<file path="src/rtl/dacfe_pkg.sv">
package dacfe_pkg;
  typedef enum logic [1:0] {
    WAVE_SAW = 2'd0,
    WAVE_TRI = 2'd1,
    WAVE_SQR = 2'd2,
    WAVE_HLD = 2'd3
  } wave_e;
endpackage

</file>
<file path="src/rtl/dacfe_fmt.sv">
module dacfe_fmt #(
  parameter int BW = 16,
  parameter int DW = 12
) (
  input  logic          sel,
  input  logic [BW-1:0] word,
  output logic [DW-1:0] code
);
  // sel=0: low justified, sel=1: high justified
  always_comb begin
    if (sel) code = word[BW-1:BW-DW];
    else     code = word[DW-1:0];
  end
endmodule

</file>
<file path="src/rtl/dacfe_fifo.sv">
module dacfe_fifo #(
  parameter int W     = 12,
  parameter int DEPTH = 16,
  localparam int AW   = $clog2(DEPTH),
  localparam int LW   = $clog2(DEPTH + 1)
) (
  input  logic          clk,
  input  logic          rst_n,
  input  logic          clr,
  input  logic          push,
  input  logic [W-1:0]  push_data,
  input  logic          pop,
  output logic [W-1:0]  head,
  output logic [LW-1:0] level,
  output logic          full,
  output logic          empty
);
  localparam logic [LW-1:0] FULL_LVL = LW'(DEPTH);

  logic [W-1:0]  mem [DEPTH];
  logic [AW-1:0] wp, rp;
  logic          push_ok, pop_ok;

  assign full    = (level == FULL_LVL);
  assign empty   = (level == '0);
  assign push_ok = push && !full && !clr;
  assign pop_ok  = pop && !empty && !clr;
  assign head    = mem[rp];

  always_ff @(posedge clk) begin
    if (push_ok) mem[wp] <= push_data;
  end

  always_ff @(posedge clk or negedge rst_n) begin
    if (!rst_n) begin
      wp    <= '0;
      rp    <= '0;
      level <= '0;
    end else if (clr) begin
      wp    <= '0;
      rp    <= '0;
      level <= '0;
    end else begin
      if (push_ok) wp <= wp + 1'b1;
      if (pop_ok)  rp <= rp + 1'b1;
      case ({push_ok, pop_ok})
        2'b10:   level <= level + 1'b1;
        2'b01:   level <= level - 1'b1;
        default: level <= level;
      endcase
    end
  end

  assert_level_bound_R7: assert property (@(posedge clk) disable iff (!rst_n)
    level <= FULL_LVL) else $error("fifo level above depth");

  assert_level_up_R7: assert property (@(posedge clk) disable iff (!rst_n)
    (push && !full && !pop && !clr) |=> (level == $past(level) + 1'b1))
    else $error("fifo level did not track push");

  assert_full_no_grow_R7: assert property (@(posedge clk) disable iff (!rst_n)
    (full && !pop) |=> full) else $error("full fifo lost an entry");
endmodule

</file>
<file path="src/rtl/dacfe_wavegen.sv">
module dacfe_wavegen
  import dacfe_pkg::*;
#(
  parameter int DW = 12
) (
  input  logic          clk,
  input  logic          rst_n,
  input  logic          active,
  input  logic          adv,
  input  logic [1:0]    wave_sel,
  input  logic [DW-1:0] min_val,
  input  logic [DW-1:0] max_val,
  input  logic [DW-1:0] step_val,
  output logic [DW-1:0] cur
);
  logic          dn;
  logic [DW:0]   sum, floor_lim;
  logic [DW-1:0] up_next, nxt;
  logic          nxt_dn;
  wave_e         wsel;

  assign wsel      = wave_e'(wave_sel);
  assign sum       = {1'b0, cur} + {1'b0, step_val};
  assign floor_lim = {1'b0, min_val} + {1'b0, step_val};
  assign up_next   = (sum >= {1'b0, max_val}) ? max_val : sum[DW-1:0];

  always_comb begin
    nxt    = cur;
    nxt_dn = 1'b0;
    case (wsel)
      WAVE_SAW: nxt = (cur >= max_val) ? min_val : up_next;
      WAVE_TRI: begin
        if (!dn) begin
          nxt    = up_next;
          nxt_dn = (sum >= {1'b0, max_val});
        end else if ({1'b0, cur} <= floor_lim) begin
          nxt    = min_val;
          nxt_dn = 1'b0;
        end else begin
          nxt    = cur - step_val;
          nxt_dn = 1'b1;
        end
      end
      WAVE_SQR: nxt = (cur == max_val) ? min_val : max_val;
      default:  nxt = cur;
    endcase
  end

  always_ff @(posedge clk or negedge rst_n) begin
    if (!rst_n) begin
      cur <= '0;
      dn  <= 1'b0;
    end else if (!active) begin
      cur <= min_val;
      dn  <= 1'b0;
    end else if (adv) begin
      cur <= nxt;
      dn  <= nxt_dn;
    end
  end

  assert_tri_turn_top_R5: assert property (@(posedge clk) disable iff (!rst_n)
    (active && $rose(dn) && $stable(max_val)) |-> (cur == max_val))
    else $error("triangle turned below upper bound");

  assert_hold_no_adv_R4: assert property (@(posedge clk) disable iff (!rst_n)
    (active && !adv) |=> $stable(cur)) else $error("generator moved without update");
endmodule

</file>
<file path="src/rtl/dacfe_top.sv">
module dacfe_top
  import dacfe_pkg::*;
#(
  parameter int DW    = 12,
  parameter int BW    = 16,
  parameter int DEPTH = 16,
  localparam int LW   = $clog2(DEPTH + 1)
) (
  input  logic          clk,
  input  logic          rst_n,
  input  logic          fmt_sel,
  input  logic          sync_en,
  input  logic          dma_en,
  input  logic          auto_en,
  input  logic          pdn,
  input  logic [1:0]    wave_sel,
  input  logic [DW-1:0] min_val,
  input  logic [DW-1:0] max_val,
  input  logic [DW-1:0] step_val,
  input  logic [LW-1:0] watermark,
  input  logic          wr_valid,
  output logic          wr_ready,
  input  logic [BW-1:0] wr_data,
  input  logic          dma_valid,
  output logic          dma_ready,
  input  logic [BW-1:0] dma_data,
  output logic          dma_req,
  input  logic          dma_ack,
  input  logic          sync_in,
  output logic [DW-1:0] dac_code,
  output logic          underflow
);
  logic          wr_fire, dma_fire, evt, live, pop;
  logic [DW-1:0] wr_code, dma_code, buf_q, code_q, head, gen_cur;
  logic [LW-1:0] level;
  logic          full, empty, uf_q, req_q;

  assign wr_ready  = !dma_en;
  assign wr_fire   = wr_valid && wr_ready;
  assign dma_ready = dma_en && !full;
  assign dma_fire  = dma_valid && dma_ready;
  assign evt       = sync_en ? sync_in : 1'b1;
  assign live      = evt && !pdn;
  assign pop       = live && dma_en && !auto_en && !empty;

  dacfe_fmt #(.BW(BW), .DW(DW)) u_fmt_wr (.sel(fmt_sel), .word(wr_data), .code(wr_code));
  dacfe_fmt #(.BW(BW), .DW(DW)) u_fmt_dma (.sel(fmt_sel), .word(dma_data), .code(dma_code));

  dacfe_fifo #(.W(DW), .DEPTH(DEPTH)) u_fifo (
    .clk(clk), .rst_n(rst_n), .clr(!dma_en),
    .push(dma_fire), .push_data(dma_code), .pop(pop),
    .head(head), .level(level), .full(full), .empty(empty)
  );

  dacfe_wavegen #(.DW(DW)) u_gen (
    .clk(clk), .rst_n(rst_n), .active(auto_en), .adv(live && auto_en),
    .wave_sel(wave_sel), .min_val(min_val), .max_val(max_val),
    .step_val(step_val), .cur(gen_cur)
  );

  always_ff @(posedge clk or negedge rst_n) begin
    if (!rst_n)       buf_q <= '0;
    else if (wr_fire) buf_q <= wr_code;
  end

  always_ff @(posedge clk or negedge rst_n) begin
    if (!rst_n) begin
      code_q <= '0;
    end else if (auto_en) begin
      if (live) code_q <= gen_cur;
    end else if (dma_en) begin
      if (pop) code_q <= head;
    end else if (sync_en) begin
      if (live) code_q <= buf_q;
    end else if (!pdn) begin
      code_q <= wr_fire ? wr_code : buf_q;
    end
  end

  always_ff @(posedge clk or negedge rst_n) begin
    if (!rst_n) begin
      uf_q  <= 1'b0;
      req_q <= 1'b0;
    end else begin
      if (live && sync_en && dma_en && !auto_en && empty) uf_q <= 1'b1;
      req_q <= dma_en && (level <= watermark) && !dma_ack;
    end
  end

  assign dma_req   = req_q;
  assign underflow = uf_q;
  assign dac_code  = pdn ? '0 : code_q;

  assert_ack_drops_req_R8: assert property (@(posedge clk) disable iff (!rst_n)
    dma_ack |=> !dma_req) else $error("request survived acknowledge");

  assert_sync_gate_R3: assert property (@(posedge clk) disable iff (!rst_n)
    (sync_en && !sync_in) |=> $stable(code_q)) else $error("code moved without sync");

  assert_pdn_freeze_R10: assert property (@(posedge clk) disable iff (!rst_n)
    pdn |=> $stable(code_q)) else $error("code moved in power-down");

  assert_uf_sticky_R9: assert property (@(posedge clk) disable iff (!rst_n)
    underflow |=> underflow) else $error("underflow flag cleared");

  assert_uf_hold_R9: assert property (@(posedge clk) disable iff (!rst_n)
    (sync_en && sync_in && dma_en && !auto_en && empty) |=> $stable(code_q))
    else $error("code changed on empty fifo");
endmodule

</file>
<file path="config.mk">
export PLATFORM = sky130hd
export DESIGN_NAME = dacfe_top
export DESIGN_NICKNAME = d
export VERILOG_FILES = /design/src/rtl/dacfe_pkg.sv /design/src/rtl/dacfe_fmt.sv /design/src/rtl/dacfe_fifo.sv /design/src/rtl/dacfe_wavegen.sv /design/src/rtl/dacfe_top.sv
export SDC_FILE = /design/constraint.sdc
export NUM_CORES = 1
export LEC_CHECK = 0
export ABC_CLOCK_PERIOD_IN_PS = 4600
export BUFFER_PORTS_ARGS = -buffer_cell sky130_fd_sc_hd__buf_2
export CAP_MARGIN = 5
export CORE_ASPECT_RATIO = 1.75
export CORE_MARGIN = 2
export CORE_UTILIZATION = 50
export DETAILED_ROUTE_END_ITERATION = 10
export GPL_TIMING_DRIVEN = 1
export PLACE_DENSITY_LB_ADDON = 0.05
export SETUP_SLACK_MARGIN = 0.05
export SLEW_MARGIN = 15
export SYNTH_ARGS = -nofsm -noshare
export SYNTH_HDL_FRONTEND = slang
export SYNTH_HIERARCHICAL = 1
export SYNTH_SLANG_ARGS = --single-unit
</file>
<file path="constraint.sdc">
create_clock -name clk -period 4.6 [get_ports clk]
set_input_delay 0.69 -clock clk [delete_from_list [all_inputs] [get_ports clk]]
set_output_delay 0.69 -clock clk [all_outputs]
set_load 0.01 [all_outputs]
</file>
# [After elaboration in Yosys (flattened, before gate mapping)]
# Memory sizes are Yosys's and may differ from the RTL's.
# Index checks and enable logic that the tools add are counted.
[word_totals] regBits=52 ram_bits=192 input_bits=86 out_inout_bits=16 wordCells=97 n_memories=1
[mem_list] name="u_fifo.mem" depth=16 width=12 read_ports=1 rd_ports_with_merged_regs=0 write_ports=1 line_no="dacfe_fifo.sv:20" text="logic [W-1:0] mem [DEPTH];"
[op_classes] add_sub_neg=7 n_lt_le_gt_ge=4 eq_ne=15 n_mux=33 reduce_logical=28
[ops] operator="$mux 12" n=18
[ops] operator="$pmux 12 s3" n=1
[ops] operator="$add 12x12->13" n=2
[ops] operator="$logic_and 1x1->1" n=18
[ops] operator="$mux 4" n=4
[ops] operator="$ge 13x12->1" n=1
[ops] operator="$le 12x13->1" n=1
[ops] operator="$eq 12x12->1" n=1
[ops] operator="$ge 12x12->1" n=1
[ops] operator="$sub 12x12->12" n=1
[ops] operator="$pmux 5 s2" n=1
[ops] operator="$ne 3x1->1 const B" n=3
[ops] operator="$add 4x1->4 const B" n=2
[ops] operator="$mux 1" n=8
[ops] operator="$ne 2x1->1 const B" n=4
[ops] operator="$logic_not 1->1" n=6
[ops] operator="$add 5x1->5 const B" n=1
[ops] operator="$eq 5x5->1 const B" n=1
[ops] operator="$le 5x5->1" n=1
[ops] operator="$logic_not 5->1" n=1
[ops] operator="$mux 5" n=1
[ops] operator="$sub 5x1->5 const B" n=1
[ops] operator="$eq 2x1->1 const B" n=2
[ops] operator="$eq 2x2->1 const B" n=2
[ops] operator="5 further kinds" n=5

# [Depth between registers and ports, before layout]
# Gate-level depths: netlist of run 1.
[logic_depth] depth_word=10 ltp_mapped=19 depth_no_buf=19

# [Hierarchy]
# The synthesis of run 1 kept the hierarchy.
[by_module_without_submodules] module="dacfe_fifo" n_inst=1 cells_per_inst=474 area_per_inst_um2=8285.4 seq_area_each_um2=6090.8
[by_module_without_submodules] module="dacfe_wavegen" n_inst=1 cells_per_inst=543 area_per_inst_um2=4110.2 seq_area_each_um2=325.3
[by_module_without_submodules] module="dacfe_top" n_inst=1 cells_per_inst=176 area_per_inst_um2=1602.8 seq_area_each_um2=650.6
[by_module_without_submodules] module="dacfe_fmt" n_inst=2 cells_per_inst=13 area_per_inst_um2=183.9 seq_area_each_um2=0.0

# [Worst setup path after synthesis of run 1]
# No wires, ideal clock.
[synth_path] path_kind="in2reg" startpoint="in step_val[2]" endpoint="reg u_gen.cur[0]" setup_ns=0.104 t_arrival_ns=4.177 t_required_ns=4.496 path_slack_ns=0.319 stages=18 path_buffers=2 cell_sequence="inv_1 -> ha_1 -> buf_6 -> nand2b_4 -> a211o_1 -> a2111oi_1 -> nor4b_1 -> a211oi_1 -> ha_1 -> and4_1 -> nand3_1 -> or4_1 -> and2_1 -> buf_4 -> and3_1 -> nor3_1 -> nor3_1 -> a221oi_1"
[synth_between] elab_chain_cells=7 elab_cells_between_ends=11 cone_classes="add/sub: 2; order compare: 2; mux: 7"
[synth_lines] item="start: declaration" line_no="dacfe_top.sv:19" text="input logic [DW-1:0] step_val,"
[synth_lines] item="$add 12x12->13, on equally long branches" line_no="dacfe_wavegen.sv:23, dacfe_wavegen.sv:24"
[synth_lines] item="$ge 13x12->1 / $le 12x13->1 (equally long branches)" line_no="dacfe_wavegen.sv:25, dacfe_wavegen.sv:36"
[synth_lines] item="$mux 12, on equally long branches" line_no="dacfe_wavegen.sv:25, dacfe_wavegen.sv:36"
[synth_lines] item="$mux 12, on equally long branches" line_no="dacfe_wavegen.sv:33, dacfe_wavegen.sv:31"
[synth_lines] item="$pmux 12 s3 (*)" line_no="dacfe_wavegen.sv:30" text="case (wsel)"
[synth_lines] item="$mux 12 (*)" line_no="dacfe_wavegen.sv:56" text="end else if (adv) begin"
[synth_lines] item="$mux 12 (*)" line_no="dacfe_wavegen.sv:53" text="end else if (!active) begin"
[synth_lines] item="end signal: assignment" line_no="dacfe_wavegen.sv:54" text="cur <= min_val;"
[synth_lines] item="end signal: assignment" line_no="dacfe_wavegen.sv:57" text="cur <= nxt;"
[synth_lines] item="end: declaration" line_no="dacfe_wavegen.sv:14" text="output logic [DW-1:0] cur"
# Every way passes the cells marked *; elsewhere a longest branch is shown, timed or not. The select of a mux whose other input is x is not followed.
# A chain may end at the register's enable or synchronous reset.

# [Final worst setup path of run 1]
[layout_path] startpoint="reg u_gen.cur[6]" endpoint="reg u_gen.cur[7]"
[layout_between] elab_chain_cells=7 elab_cells_between_ends=14 cone_classes="add/sub: 2; order compare: 3; eq/ne: 1; mux: 8"
[layout_lines] item="$add 12x12->13" line_no="dacfe_wavegen.sv:23" text="assign sum = {1'b0, cur} + {1'b0, step_val};"
[layout_lines] item="$ge 13x12->1" line_no="dacfe_wavegen.sv:25" text="assign up_next = (sum >= {1'b0, max_val}) ? max_val : sum[DW-1:0];"
[layout_lines] item="$mux 12" line_no="dacfe_wavegen.sv:25"
[layout_lines] item="$mux 12, on equally long branches" line_no="dacfe_wavegen.sv:33, dacfe_wavegen.sv:31"
[layout_lines] item="$pmux 12 s3 (*)" line_no="dacfe_wavegen.sv:30"
[layout_lines] item="$mux 12 (*)" line_no="dacfe_wavegen.sv:56"
[layout_lines] item="$mux 12 (*)" line_no="dacfe_wavegen.sv:53"
# Marks and branches as above.

==> results, run 1 <==
- Summing the areas of all fa, ha and maj instances in the mapped netlist gives under 10% of the synthesized area.
- Routability-driven placement finished with a final weighted congestion of 1.01.
- The summed area of non-filler cells in the final layout is ~0.017 sq mm.
- The sequential cell area is between 0.007 and 0.008 sq mm.
- Headroom to the max-slew limit came out at approximately 34%.
- The synthesized design devotes to its leading area cell type 40.1% of total area.
- The cell area after technology mapping is between 0.01 and 0.015 sq mm.
- The floorplan die height is approximately 230 microns.
- The total CTS buffers is 23.
- The effective utilization at floorplan is 50.6%.
- The required time at the endpoint of the critical path is between 5000 and 6000 ps.
- The worst-case clock buffer depth is 3.
- The die area is 0.0302 sq mm.
- The largest individual stage delay along the critical path comes from the cell sky130_fd_sc_hd__or4_4.
- TritonCTS built the clock tree.
- In this run, the number of DRC markers left after iteration 0 of detailed routing was 703.
- At the pin with the least slew margin, the transition time is 992 ps.
- The run finished with clean final reports.
- The largest single stage delay on the critical path is 570 ps.
- The global-route wire length before repair is 63.2 mm.
- The final-report setup violation count is 0.
- The total detailed-routing wirelength is 42.4 mm.
- The largest family of logic cells by synthesized area is compound AO/OA/AOI/OAI gates.
- Setup repair after global routing left no endpoint under its margin.
- Based on the critical path, the design can be clocked at up to roughly 230 MHz.
- Sequential cells were found to cover between 40% and 50% of the synthesized design area.
- The xor and xnor area share after synthesis is 1.95%.
- For this run, design rule violations remaining after detail routing come to 0.
- The via count is between 10000 and 15000.
- The final layout contains 1561 nets.
- The number of placed instances with taps included is between 1500 and 2000.
- After clock tree synthesis, the clock-pin slew on the worst setup and hold paths is 60 ps.
- Once placement finished, the instance area stood at 0.0158 sq mm.
- The global router's overall resource usage is 28.0%.
- The share of the cycle needed by the critical path after routing is ~96%.
- The total area inside the core boundary comes to 0.0284 sq mm.
- The analysis attributes to cell leakage a power of ~0.0065 uW.
- The clock network accounts for 30.5% of the total power.
- Input and output buffers added on the ports amount to 101.
- The final HPWL from detailed placement is about 33 mm.
- STA classifies the critical path endpoint as a flop.
- For this design the ratio of total power to cell area is around 380 mW/mm^2.
- The initial antenna violation count is 0.
- The floorplan row count is just over 80.
- In the synthesized netlist the async set-or-reset flop fraction comes to 21.3%.
- Counting flops with a built-in enable in the synthesized netlist gives about 190.
- The buffers plus inverters on the worst setup path is 4.
- The cell with the most instances on the worst path is sky130_fd_sc_hd__buf_4.
- Data arrives at the worst endpoint at 4840 ps.
- The switching share of power is a little under a third.
- The type of the tightest min-delay check is primary input to asynchronous set/reset pin.
- The clock latency of the later-clocked register in the worst-skew pair is 530 ps.
- The most common flop cell mapped by yosys is sky130_fd_sc_hd__edfxtp_1.
- From synthesis to final layout, the design area changed by 16.0%.
- After technology mapping, the gate count stands at approximately 1200.
- The minimum hold slack is roughly 62 ps.
- The total count of hold-check failures in the final report is 0.
- Pin placement for this block handled between 100 and 150 I/O pins.
- By startpoint and endpoint, the worst setup path is classified as flop to flop.
- In the layout the commonest cells are sky130_fd_sc_hd__edfxtp_1, sky130_fd_sc_hd__buf_2, sky130_fd_sc_hd__buf_4.
- The signal on the critical path passes through ha_1 -> nor2b_2 -> buf_4 -> nor4_4 -> a2111oi_4 -> buf_4 -> nor4b_1 -> a211oi_1 -> buf_4 -> ha_1 -> and4_1 -> nand3_1 -> or4_4 -> and2_2 -> buf_4 -> a21oi_1 -> a21oi_1 -> a2bb2oi_1 -> a2bb2oi_1.
- Dividing the detail-routed via count by the number of cells gives 5.93.
- The final max-slew violation count is 0.
- The fraction of layout cells with a size suffix above 1 is 24.5%.
- The share of total power dissipated in combinational logic is roughly 29%.
- The final routed wire length divided by cell count is 23.9 microns.
- In this run the remaining antenna-violating nets after routing total 0.
- Across all register-to-register paths, the minimum setup slack is 190 ps.
- The complex-gate fraction of the synthesized area is ~15%.
- The share of synthesized area spent on multiplexers is roughly 13%.
- The number of stages on the worst setup path is 19.
- On the critical path the largest part of the delay comes from simple AND/OR/NAND/NOR gates.
- The share of power burned in registers is a little over 40%.
- When the netlist entered floorplanning its net count stood at roughly 1400.
- The routed design could run at a clock period as short as 4410 ps.
- The number of non-filler instances in the completed layout is 1779.
- Counting cells, the worst reg-to-reg path comes to 19.
- CTS built an H-tree with a depth of 1.
- The cell-internal power is approximately 4400 uW.
- For this run the aggregate overflow at the end of global routing stands at 0.
- The number of diodes is 0.
- Yosys attributes the largest share of cell area to sky130_fd_sc_hd__edfxtp_1, sky130_fd_sc_hd__dfrtp_1, sky130_fd_sc_hd__ha_1.
- After synthesis the netlist holds a flip-flop and latch count of approximately 240.
- The worst-case IR drop observed on VDD is between 0.3 and 0.4 mV.
- Along the worst path, the maximum fanout reaches 8.
- A synthesized cell averages around 12 sq um.
- The synthesis warning total is 6.
- After filler insertion, the fill cell instance count of the layout stands at between 2000 and 2500.
- Of the total synthesized cell area, the portion taken by AND, OR, NAND and NOR gates is 9.54%.
- The power spent charging and discharging nets is between 1500 and 2000 uW.
- Across the run, the number of max-cap violations was 0.
- The library cell used most frequently in the layout, excluding fill and tap cells, is sky130_fd_sc_hd__edfxtp_1.
- The cell at the root of the clock tree is sky130_fd_sc_hd__clkbuf_16.
- The tree built by TritonCTS fans out to around 240 sinks.
- The pin count of the biggest net entering global routing is 42.
- The via count of the first global-routing pass was roughly 11000.
- The area used by multi-input combinational logic is just under 0.007 sq mm.
- The biggest area contributor in the post-synthesis netlist is sky130_fd_sc_hd__edfxtp_1.
- The number of library cell types mapped by synthesis is 91.
- STA classifies the critical path startpoint as a flop.
- The first detailed-routing pass took 5 iterations.
- Clock skew on the completed layout was measured at 20.5 ps.
- The die is 132 microns wide.
==> metrics by stage <==
stage	TNS (ps)	power, uW	worst slack [ps]	util [%]
finish	0	6350	193	58.6
global route	0	6630	48.3	58.6
CTS	0	6340	45.7	58.2
detailed placement	-3820	4400	-700	55.5
global placement	-3920	4380	-702	55.5
floorplan	0	3710	319	-
==> state kept, by name (all words and copies together), names as in the netlist <==
register,count
buf_q,12
code_q,12
dma_req,1
u_fifo/level,5
u_fifo/mem,192
u_fifo/rp,4
u_fifo/wp,4
u_gen/cur,12
u_gen/dn,1
underflow,1
==> logic make-up after synthesis <==
logic type                 count (synthesis)
buffers and inverters                    122
AOI/OAI and AO/OA                        321
adders and majority gates                 91
DFF                                      244
xor gates and xnor gates                  32
and+or+nand+nor                          271
muxes                                    138
==> cell usage after synthesis (18+ instances only) <==
cell,number
sky130_fd_sc_hd__mux2i_1,47
sky130_fd_sc_hd__inv_1,61
sky130_fd_sc_hd__mux2_1,21
sky130_fd_sc_hd__nor2_1,78
sky130_fd_sc_hd__buf_2,19
sky130_fd_sc_hd__a31oi_1,18
sky130_fd_sc_hd__edfxtp_1,192
sky130_fd_sc_hd__mux4_2,24
sky130_fd_sc_hd__ha_1,87
sky130_fd_sc_hd__mux2_2,25
sky130_fd_sc_hd__a21oi_1,83
sky130_fd_sc_hd__dfrtp_1,52
sky130_fd_sc_hd__nor2b_1,24
sky130_fd_sc_hd__o21ai_0,79
sky130_fd_sc_hd__nand2_1,69
sky130_fd_sc_hd__mux2_4,21
sky130_fd_sc_hd__clkbuf_1,31
==> metal layers <==
layer,routed length (microns),share of wire [%],vias to the layer above,global-route usage (%)
met5,0,0,-,0
met4,3290,7.8,0,19.2
met3,1380,3.3,110,2.71
met2,23500,55,307,54.5
met1,14300,34,5181,27.1
li1,-,-,4958,-
==> layout make-up <==
| class | instances | area share [%] |
|---|---|---|
| Sequential cell | 244 | 42.4 |
| Multi-Input combinational cell | 853 | 41.3 |
| Timing Repair Buffer | 199 | 7.45 |
| Clock buffer | 27 | 3.54 |
| Tap cell | 378 | 2.84 |
| Inverter | 63 | 1.42 |
| Clock inverter | 15 | 1.01 |
==> power groups by stage <==
stage | combinational [uW] | sequential, uW | clock [uW]
after global placement | 1750 | 2630 | 0
after global routing | 1970 | 2600 | 2050
final | 1830 | 2590 | 1940
after detailed placement | 1760 | 2640 | 0
after CTS | 1770 | 2590 | 1980
after floorplan | 1120 | 2590 | 0
==> timing repair <==
action | in CTS | in global routing
gates resized for setup | 3 | 20
pin swaps | 0 | 3
hold buffers | 0 | 0
setup buffers | 0 | 1
endpoints found under the setup margin | 2 | 12
==> path summary, 6_finish.rpt <==
kind / endpoint / from
setup / recovery: u_gen/cur[7]$_DFFE_PN0P_ / u_gen/cur[6]$_DFFE_PN0P_
hold / removal: code_q[9]$_DFFE_PN0P_ / rst_n
setup reg to reg: u_gen/cur[7]$_DFFE_PN0P_ / u_gen/cur[6]$_DFFE_PN0P_
hold reg to reg: underflow$_DFFE_PN0P_ / underflow$_DFFE_PN0P_
max in group asynchronous: u_fifo/rp[0]$_DFFE_PN0P_ / rst_n
min in group clk: dma_req$_DFF_PN0_ / dma_ack
Note: power is estimated with default switching activity, not from simulation.
==> inputs of run 2 (changes only) <==
--- a/config.mk
+++ b/config.mk
@@ -6,12 +6,12 @@
 export NUM_CORES = 1
 export LEC_CHECK = 0
 export ABC_CLOCK_PERIOD_IN_PS = 4600
-export BUFFER_PORTS_ARGS = -buffer_cell sky130_fd_sc_hd__buf_2
 export CAP_MARGIN = 5
 export CORE_ASPECT_RATIO = 1.75
 export CORE_MARGIN = 2
 export CORE_UTILIZATION = 50
 export DETAILED_ROUTE_END_ITERATION = 10
+export DONT_BUFFER_PORTS = 1
 export GPL_TIMING_DRIVEN = 1
 export PLACE_DENSITY_LB_ADDON = 0.05
 export SETUP_SLACK_MARGIN = 0.05
==> results, run 2 (same netlist as run 1, synthesis figures left out) <==
- The placeable core region came to 0.0284 sq mm (unchanged).
- The startpoint type of the worst setup path was a flop (unchanged).
- The post-route clock skew is 20.0 ps (was 20.5 ps).
- The H-tree depth reported by CTS came to 1 (unchanged).
- The number of optimization iterations in the first detailed-route pass is 8 (was 5).
- The final weighted congestion in routability-driven placement is 1.03 (was 1.01).
- The die area is 0.0302 sq mm (unchanged).
- The global-route track usage on met3 is 4.38% (was 2.71%).
- The clock group share of total power is 29.8% (was 30.5%).
- The type of the tightest min-delay check is primary input to asynchronous set/reset pin (unchanged).
- The cell-internal power is 4170 uW (was 4390 uW).
- The share of the cycle needed by the critical path after routing is 93.2% (was 95.8%).
- The highest net fanout along the worst path came to 7 (was 8).
- The power spent charging and discharging nets is 1920 uW (was 1970 uW).
- The clock latency of the later-clocked register in the worst-skew pair is 540 ps (was 530 ps).
- The final HPWL from detailed placement is 32.3 mm (was 32.7 mm).
- The met2 capacity usage during global routing is 55.4% (was 54.5%).
- The data arrival time of the critical path is 4690 ps (was 4840 ps).
- Setup repair after global routing missed its margin: no (unchanged).
- The critical path start-end classification is flop to flop (unchanged).
- The number of vias per cell after detailed routing is 6.18 (was 5.93).
- The top register by number of flip-flops is u_fifo/mem (unchanged).
- The flip-flop count of the largest register, all copies and words added is 192 (unchanged).
- The sequential cell area is 0.00707 sq mm (about the same).
- The number of filler cells placed in the layout is 2504 (was 2397).
- The final-report setup violation count is 0 (unchanged).
- The switching share of power is 31.5% (was 31.0%).
- The max-cap check violation count was 0 (unchanged).
- The worst slack after detailed placement is -76.5 ps (was -700 ps).
- The cell with the most instances on the worst path is sky130_fd_sc_hd__ha_1 (was sky130_fd_sc_hd__buf_4).
- The minimum hold slack is -2.37 ps (was 61.9 ps).
- The worst-case setup margin in the final layout is 314 ps (was 193 ps).
- The worst ir drop on vdd is 0.379 mV (was 0.335 mV).
- The share of power burned in registers came to 42.7% (was 40.8%).
- The total CTS buffers is 23 (unchanged).
- The clock tree from TritonCTS was yes (unchanged).
- The checks that failed: hold timing.
- Commonest non-fill, non-tap cells in the layout: sky130_fd_sc_hd__edfxtp_1, sky130_fd_sc_hd__ha_1, sky130_fd_sc_hd__a21oi_1 (was sky130_fd_sc_hd__edfxtp_1, sky130_fd_sc_hd__buf_2, sky130_fd_sc_hd__buf_4).
- The transition time at the pin with the least slew margin is 1090 ps (was 992 ps).
- The overflow left after global routing came to 0 (unchanged).
- The highest-utilization routing layer at the global route stage is met2 (unchanged).
- The highest-delay cell along the critical path is sky130_fd_sc_hd__dfrtp_1 (was sky130_fd_sc_hd__or4_4).
- The number of diodes is 0 (unchanged).
- The combinational fraction of design power was 27.5% (was 28.8%).
- The post-route core utilization is 55.7% (was 58.6%).
- The detailed router's first-iteration violation count was 580 (was 703).
- The net total in the final layout is 1429 (was 1561).
- The cell area power density was 385 mW/mm^2 (was 381 mW/mm^2).
- The pin count of the biggest net entering global routing is 53 (was 42).
- The initial antenna violation count is 0 (unchanged).
- The total count of hold-check failures in the final report is 2 (was 0).
- The worst-case clock buffer depth is 3 (unchanged).
- The clock period minus final worst setup slack is 4290 ps (was 4410 ps).
- The area used by multi-input combinational logic was 0.00680 sq mm (was 0.00688 sq mm).
- The final max-slew violation count was 0 (unchanged).
- The capturing element type of the critical path is a flop (unchanged).
- CP cell instances: ha_1 -> a211o_1 -> a211oi_2 -> xnor2_1 -> ha_1 -> and4_1 -> nand3_1 -> or4_1 -> nand2_2 -> nor3_2 -> a221o_1 -> o31ai_1 -> o21ai_1 (was ha_1 -> nor2b_2 -> buf_4 -> nor4_4 -> a2111oi_4 -> buf_4 -> nor4b_1 -> a211oi_1 -> buf_4 -> ha_1 -> and4_1 -> nand3_1 -> or4_4 -> and2_2 -> buf_4 -> a21oi_1 -> a21oi_1 -> a2bb2oi_1 -> a2bb2oi_1).
- The required time at the endpoint of the critical path is 5010 ps (was 5030 ps).
- The maximum clock frequency is 233 MHz (was 227 MHz).
- The number of buffers added on ports was 0 (was 101).
- The floorplan die height was 228 microns (unchanged).
- The number of antenna-violating nets in the routed design was 0 (unchanged).
- The effective utilization at floorplan is 50.6% (unchanged).
- The count of boundary I/O pins was 102 (unchanged).
- The width of the chip is 132 microns (unchanged).
- The remaining max-slew budget at the tightest pin came to 27.3% (was 33.9%).
- The clock edge transition at the registers on the reported setup and hold paths was 70 ps (was 60 ps).
- The cell at the root of the clock tree is sky130_fd_sc_hd__clkbuf_16 (unchanged).
- The number of DRC violations after detailed routing is 0 (unchanged).
- The most common library cell in the layout ignoring fill and taps is sky130_fd_sc_hd__edfxtp_1 (unchanged).
- The met1 capacity usage during global routing is 27.9% (was 27.1%).
- The total detailed-routing wirelength is 43.4 mm (was 42.4 mm).
- The global-route wire length before repair is 64.2 mm (was 63.2 mm).
- The via count is 10200 (was 10600).
- The post-CTS setup buffer count is 0 (unchanged).
- The global router's overall resource usage is 28.7% (was 28.0%).
- Status: complete, but fails checks (was completed).
- The floorplan row count is 82 (unchanged).
- The number of sinks driven by the clock tree is 244 (unchanged).
- The layout overhead on the synthesized area is 10.1% (was 16.0%).
- The total power after layout is 6080 uW (was 6350 uW).
- The final routed wire length divided by cell count is 26.4 microns (was 23.9 microns).
- The fraction of layout cells with a size suffix above 1 is 16.2% (was 24.5%).
- The maximum cell stage delay along the critical path was 670 ps (was 570 ps).
- The via count of the first global-routing pass is 10500 (was 10700).
- The sum of negative setup slack came to 0 ps (unchanged).
- The leakage component of the power came to 0.00595 uW (was 0.00654 uW).
[run 2: worst max-delay path: cells and delay by family, from the launching register on]
kind,cells,cell delay [ps]
AOI/OAI and AO/OA,5,1410
and+or+nand+nor,5,1140
adders and majority gates,2,700
DFF,1,670
xor gates and xnor gates,1,220
[run 2: worst paths after layout]
| check | startpoint | endpoint | slack, ps | cells past startpoint |
|---|---|---|---|---|
| min in group clk | dma_ack | dma_req$_DFF_PN0_ | 250 | 1 |
| worst min-delay path | rst_n | code_q[8]$_DFFE_PN0P_ | -2 | 1 |
| max in group asynchronous | rst_n | u_fifo/rp[0]$_DFFE_PN0P_ | 4270 | 1 |
| worst min register to register | buf_q[7]$_DFF_PN0_ | buf_q[7]$_DFF_PN0_ | 490 | 1 |
| worst max-delay path | u_gen/cur[4]$_DFFE_PN0P_ | u_gen/cur[5]$_DFFE_PN0P_ | 310 | 13 |
| worst max register to register | u_gen/cur[4]$_DFFE_PN0P_ | u_gen/cur[5]$_DFFE_PN0P_ | 310 | 13 |
[run 2: through the flow]
step	std cells	cell area [sq um]
after global placement	1604	15100
after detailed placement	1604	15100
after CTS	1646	15800
final	1646	15800
after global routing	1646	15800
after floorplan	1219	14400
[run 2: repair_timing]
item	CTS	global route
hold endpoints to repair	52	0
resized for setup	0	9
setup endpoints to repair	0	11
hold buffers	1	0
[run 2: cell type report]
| type | instances | area share, % |
|---|---|---|
| multi-input cells | 853 | 43.0 |
| clock buffers | 26 | 3.71 |
| clock inverters | 15 | 0.720 |
| inverters | 63 | 1.49 |
| flip-flops and latches | 244 | 44.7 |
| repair buffers | 67 | 3.39 |
| well taps | 378 | 2.99 |
[run 2: power groups by stage]
stage | Sequential, uW | Clock (uW) | Combinational [uW]
finish | 2600 | 1810 | 1680
global route | 2610 | 1940 | 1810
CTS | 2590 | 1870 | 1620
detailed placement | 2640 | 0 | 1600
global placement | 2640 | 0 | 1600
floorplan | 2590 | 0 | 1120
[run 2: layer usage]
layer	vias to the layer above	share of wire, %
met4	0	7.1
met3	143	4.6
met2	321	55
met1	5010	33
met5	-	0
li1	4698	-
